==> src/rtl/nibble_port_ctrl.sv <==
module nibble_port_ctrl #(
  parameter int NIB = 4
) (
  input  logic           clk,
  input  logic           rst_n,
  input  logic           boot_ext,
  input  logic           cfg_we,
  input  logic [4:0]     cfg_wdata,
  input  logic           dat_we,
  input  logic [2*NIB-1:0] dat_wdata,
  input  logic           rd_en,
  input  logic [2*NIB-1:0] pin_in,
  input  logic [2*NIB-1:0] bus_addr_hi,
  input  logic           float_req,
  input  logic           hs_peer,
  output logic [2*NIB-1:0] pad_oe,
  output logic [2*NIB-1:0] pad_out,
  output logic [2*NIB-1:0] addr_sel,
  output logic [2*NIB-1:0] port_rd,
  output logic [4:0]     mode_rd,
  output logic           hs_line_o
);
  localparam int W = 2 * NIB;

  logic [4:0]   mode_q;
  logic [W-1:0] dat_q;
  logic [W-1:0] in_q;
  logic         avail_q, full_q, peer_q;

  wire hs_out = mode_q[4] & mode_q[3];
  wire hs_in  = mode_q[4] & ~mode_q[3];
  wire rise   = hs_peer & ~peer_q;

  always_ff @(posedge clk) begin
    if (!rst_n)
      mode_q <= boot_ext ? 5'b00011 : 5'b00000;
    else if (cfg_we)
      mode_q <= {cfg_wdata[4], cfg_wdata[3],
                 cfg_wdata[4] ? cfg_wdata[3] : cfg_wdata[2],
                 cfg_wdata[1], cfg_wdata[0]};
  end

  always_ff @(posedge clk) begin
    if (!rst_n)      dat_q <= '0;
    else if (dat_we) dat_q <= dat_wdata;
  end

  always_ff @(posedge clk) begin
    if (!rst_n) begin
      avail_q <= 1'b0;
      full_q  <= 1'b0;
      in_q    <= '0;
      peer_q  <= 1'b0;
    end else begin
      peer_q <= hs_peer;
      if (!hs_out)      avail_q <= 1'b0;
      else if (dat_we)  avail_q <= 1'b1;
      else if (hs_peer) avail_q <= 1'b0;
      if (!hs_in)       full_q <= 1'b0;
      else if (rise)    full_q <= 1'b1;
      else if (rd_en)   full_q <= 1'b0;
      if (hs_in && rise) in_q <= pin_in;
    end
  end

  for (genvar n = 0; n < 2; n++) begin : g_nib
    wire is_addr = mode_q[n];
    wire is_out  = mode_q[2+n];
    assign pad_oe[n*NIB +: NIB]   = is_addr ? {NIB{~float_req}} : {NIB{is_out}};
    assign pad_out[n*NIB +: NIB]  = is_addr ? bus_addr_hi[n*NIB +: NIB] : dat_q[n*NIB +: NIB];
    assign addr_sel[n*NIB +: NIB] = {NIB{is_addr}};
  end

  assign port_rd   = hs_in ? in_q : pin_in;
  assign mode_rd   = mode_q;
  assign hs_line_o = hs_out ? avail_q : (hs_in & ~full_q);


  hs_dir_match_chk: assert property (@(posedge clk) disable iff (!rst_n)
    mode_q[4] |-> (mode_q[2] == mode_q[3]));


  avail_drop_chk: assert property (@(posedge clk) disable iff (!rst_n)
    (hs_out && avail_q && hs_peer && !dat_we && !cfg_we) |=> !hs_line_o);


  avail_set_chk: assert property (@(posedge clk) disable iff (!rst_n)
    (hs_out && dat_we && !cfg_we) |=> hs_line_o);


  capture_chk: assert property (@(posedge clk) disable iff (!rst_n)
    (hs_in && rise && !cfg_we) |=> (port_rd == $past(pin_in) && !hs_line_o));


  latch_keep_chk: assert property (@(posedge clk) disable iff (!rst_n)
    (cfg_we && !dat_we) |=> $stable(dat_q));


  float_chk: assert property (@(posedge clk) disable iff (!rst_n)
    (float_req && mode_q[0]) |-> (pad_oe[NIB-1:0] == '0));
endmodule

==> config.mk <==
export PLATFORM = sky130hd
export DESIGN_NAME = nibble_port_ctrl
export DESIGN_NICKNAME = d
export VERILOG_FILES = /design/src/rtl/nibble_port_ctrl.sv
export SDC_FILE = /design/constraint.sdc
export NUM_CORES = 1
export LEC_CHECK = 0
export ABC_AREA = 1
export BUFFER_PORTS_ARGS = -buffer_cell sky130_fd_sc_hd__buf_2
export CORE_MARGIN = 3
export CORE_UTILIZATION = 46
export DETAILED_ROUTE_END_ITERATION = 6
export PLACE_DENSITY = 0.94
export SYNTH_ARGS = -nofsm -noshare
export SYNTH_HDL_FRONTEND = slang
export SYNTH_SLANG_ARGS = --single-unit
==> constraint.sdc <==
create_clock -name clk -period 3.1 [get_ports clk]
set_input_delay 0.62 -clock clk [delete_from_list [all_inputs] [get_ports clk]]
set_output_delay 0.62 -clock clk [all_outputs]
set_load 0.005 [all_outputs]
==> reports/qor.yml <==
status:
  outcome: "completed"
layout:
  stdcell_count: 277
  fill_cells: 261
  antenna_cells: 0
  area_growth_syn_to_layout_pct: 25.7
  drive_gt1_share_pct: 33.2
  seqCellArea_um2: 531
  finalInstanceArea_mm2: 0.00160
  multi_input_area_um2: 527
  final_nets: 285
  final_util_pct: 62.7
place:
  io_buffers: 74
  placed_cells: 273
  dp.final_hpwl_um: 2130
  placed_area_mm2: 0.00154
  place_congestion: 0.749
worst_setup_path:
  critPathMaxFanout: 10
  crit_arrival_ns: 1.59
  cp_data_required_time_ns: 2.48
  crit_type: "register to primary output"
  cp-end-kind: "primary output"
  reg2reg_depth: 4
  startpoint_type: "register"
hold_path:
  holdPathStages: 2
  hp-class: "register to register"
global_routing:
  grt_max_degree: 26
  gr-usage-met2_pct: 27.3
  antenna_found_initial: 0
  gr-max-usage-layer: "met2"
  grt_use_met3_pct: 2.63
  grt_pass1_vias: 1023
  use_met1_pct: 18.4
  grt_use_total_pct: 15.3
  overflow: 0
  grt_pass1_wl_um: 4180
detailed_routing:
  dr.pass1.iters: 4
  drt_wl_total_um: 2720
  drcViolationCount: 0
  vias: 1256
  drt_iter0_drc: 34
  ant_nets: 0
  wire_per_inst_um: 9.80
  drt-vias-per-instance: 4.53
sta:
  final.min_clock_period_ns: 2.21
  rsz0062_at_grt: "false"
  slew_violations: 0
  maxSlewHeadroom_pct: 72.4
  tns_ns: 0
  hold_viol: 0
  clock_skew_ns: 0.0115
  fin_crit_sh_pct: 71.2
  worst_pin_slew_ns: 0.413
  finalSetupViolations: 0
  fmax_mhz: 453
floorplanning:
  dieWidth_um: 58.5
  core_area_mm2: 0.00254
  io_pins: 75
  start_util_pct: 49.9
  rows: 18
  die-area_mm2: 0.00343
  die_h_um: 58.5
clock_network:
  cts_max_level: 1
  clock_path_buffers: 2
  cts_made_buffers: 3
  post_cts_buffers: 0
  cts_tree: "done"
  clockRootBuffer: "clkbuf_4"
  cts_resized: 0
  holdBufCountCts: 0
  cts.sinks: 24
  clk_pin_slew_ns: 0.14
  clock_latency_ns: 0.31
pwr:
  p_sw_share_pct: 26.4
  internal_power_uw: 549
  powerDensity_mw_per_mm2: 467
  leakage_uw: 0.000884
  clkPwrFrac_pct: 30.0
  seq_power_share_pct: 48.3
  irDropWorstVdd_uv: 326
  combPwrFrac_pct: 21.7
  power.net_switching_uw: 197
  power_uw: 746
flow_run:
  maxCapViolCount: 0
yosys:
  netlist_instances: 187
  syn_area_per_cell_um2: 6.79
  ys_seq_area_share_pct: 41.8
  synth_top_area_share_pct: 30.0
  synth.largest_area_cell: "dfxtp_1"
  synth_area_leaders: "dfxtp_1 30%, nand2_1 16%, edfxtp_1 12%"
  synth_fp_nets: 224
  ys_types: 15
  ys.warnings.count: 0
  mappedNetlistArea_mm2: 0.00127
  synth-seq-cells: 24
-- metal layers --
metal | wire [um] | share of wire, %
met5 | 0 | 0
met4 | 27 | 0.99
met3 | 177 | 6.5
met2 | 1330 | 49
met1 | 1180 | 43
-- cell families after synthesis --
family	count (synthesis)	synth area share, %
AOI/OAI and AO/OA	23	9.06
buffers and inverters	39	16.7
DFF	24	41.8
and+or+nand+nor	101	32.4
-- power groups by stage --
| stage | sequential, uW | clock [uW] | combinational [uW] |
|---|---|---|---|
| 6_report | 360 | 223 | 162 |
| 5_1_grt | 364 | 241 | 185 |
| 4_1_cts | 360 | 229 | 165 |
| 3_5_place_dp | 367 | 0 | 164 |
| 3_3_place_gp | 366 | 0 | 162 |
| 2_1_floorplan | 364 | 0 | 111 |
-- final timing paths --
kind	end	startpoint	slack, ns
worst max-delay path	pad_oe[2]	mode_rd[0]	0.89
worst max register to register	in_q[7]	mode_rd[3]	1.82
worst min-delay path	avail_q	avail_q	0.47
worst min register to register	avail_q	avail_q	0.47
-- flip-flops by register name (all words and copies together) (netlist names) --
name and count:
peer_q 1, in_q 8, mode_rd 5, dat_q 8, full_q 1, avail_q 1
-- worst max-delay path: stages (launching register included) --
cell and delay [ns]:
edfxtp_1 0.56, inv_1 0.18, o21ai_0 0.35, buf_2 0.19
-- cells in the mapped netlist --
cell type   n
a21oi_1     2
buf_2       2
buf_4      15
buf_6       1
clkinv_1    1
dfxtp_1    19
edfxtp_1    5
inv_1      20
nand2_1    54
nand3_1    10
nor2_1     33
nor2_2      1
nor2_4      2
o21ai_0    21
or2_2       1
-- final cells by class --
cell class | instances | area share [%]
sequential | 24 | 33.2
tap | 30 | 2.35
inverter | 21 | 4.94
multi-input combinational | 124 | 33.0
clock buffer | 3 | 1.41
clock inverter | 1 | 1.88
timing repair buffer | 74 | 23.2
-- cell usage in the layout (no fill, tap or decap), drive strengths merged --
master,count
clkbuf,3
inv,20
nand2,54
bufinv,1
nand3,10
edfxtp,5
dfxtp,19
o21ai,21
clkinv,1
or2,1
buf,74
a21oi,2
nor2,36
-- per-stage QoR --
step | worst slack, ns | hold slack [ns]
CTS | 0.865 | 0.472
global route | 0.723 | 0.510
finish | 0.892 | 0.470
detailed placement | 1.22 | 0.453
global placement | 1.27 | 0.448
floorplan | 1.34 | 0.436
No activity file was read; power rests on OpenSTA's default activity.
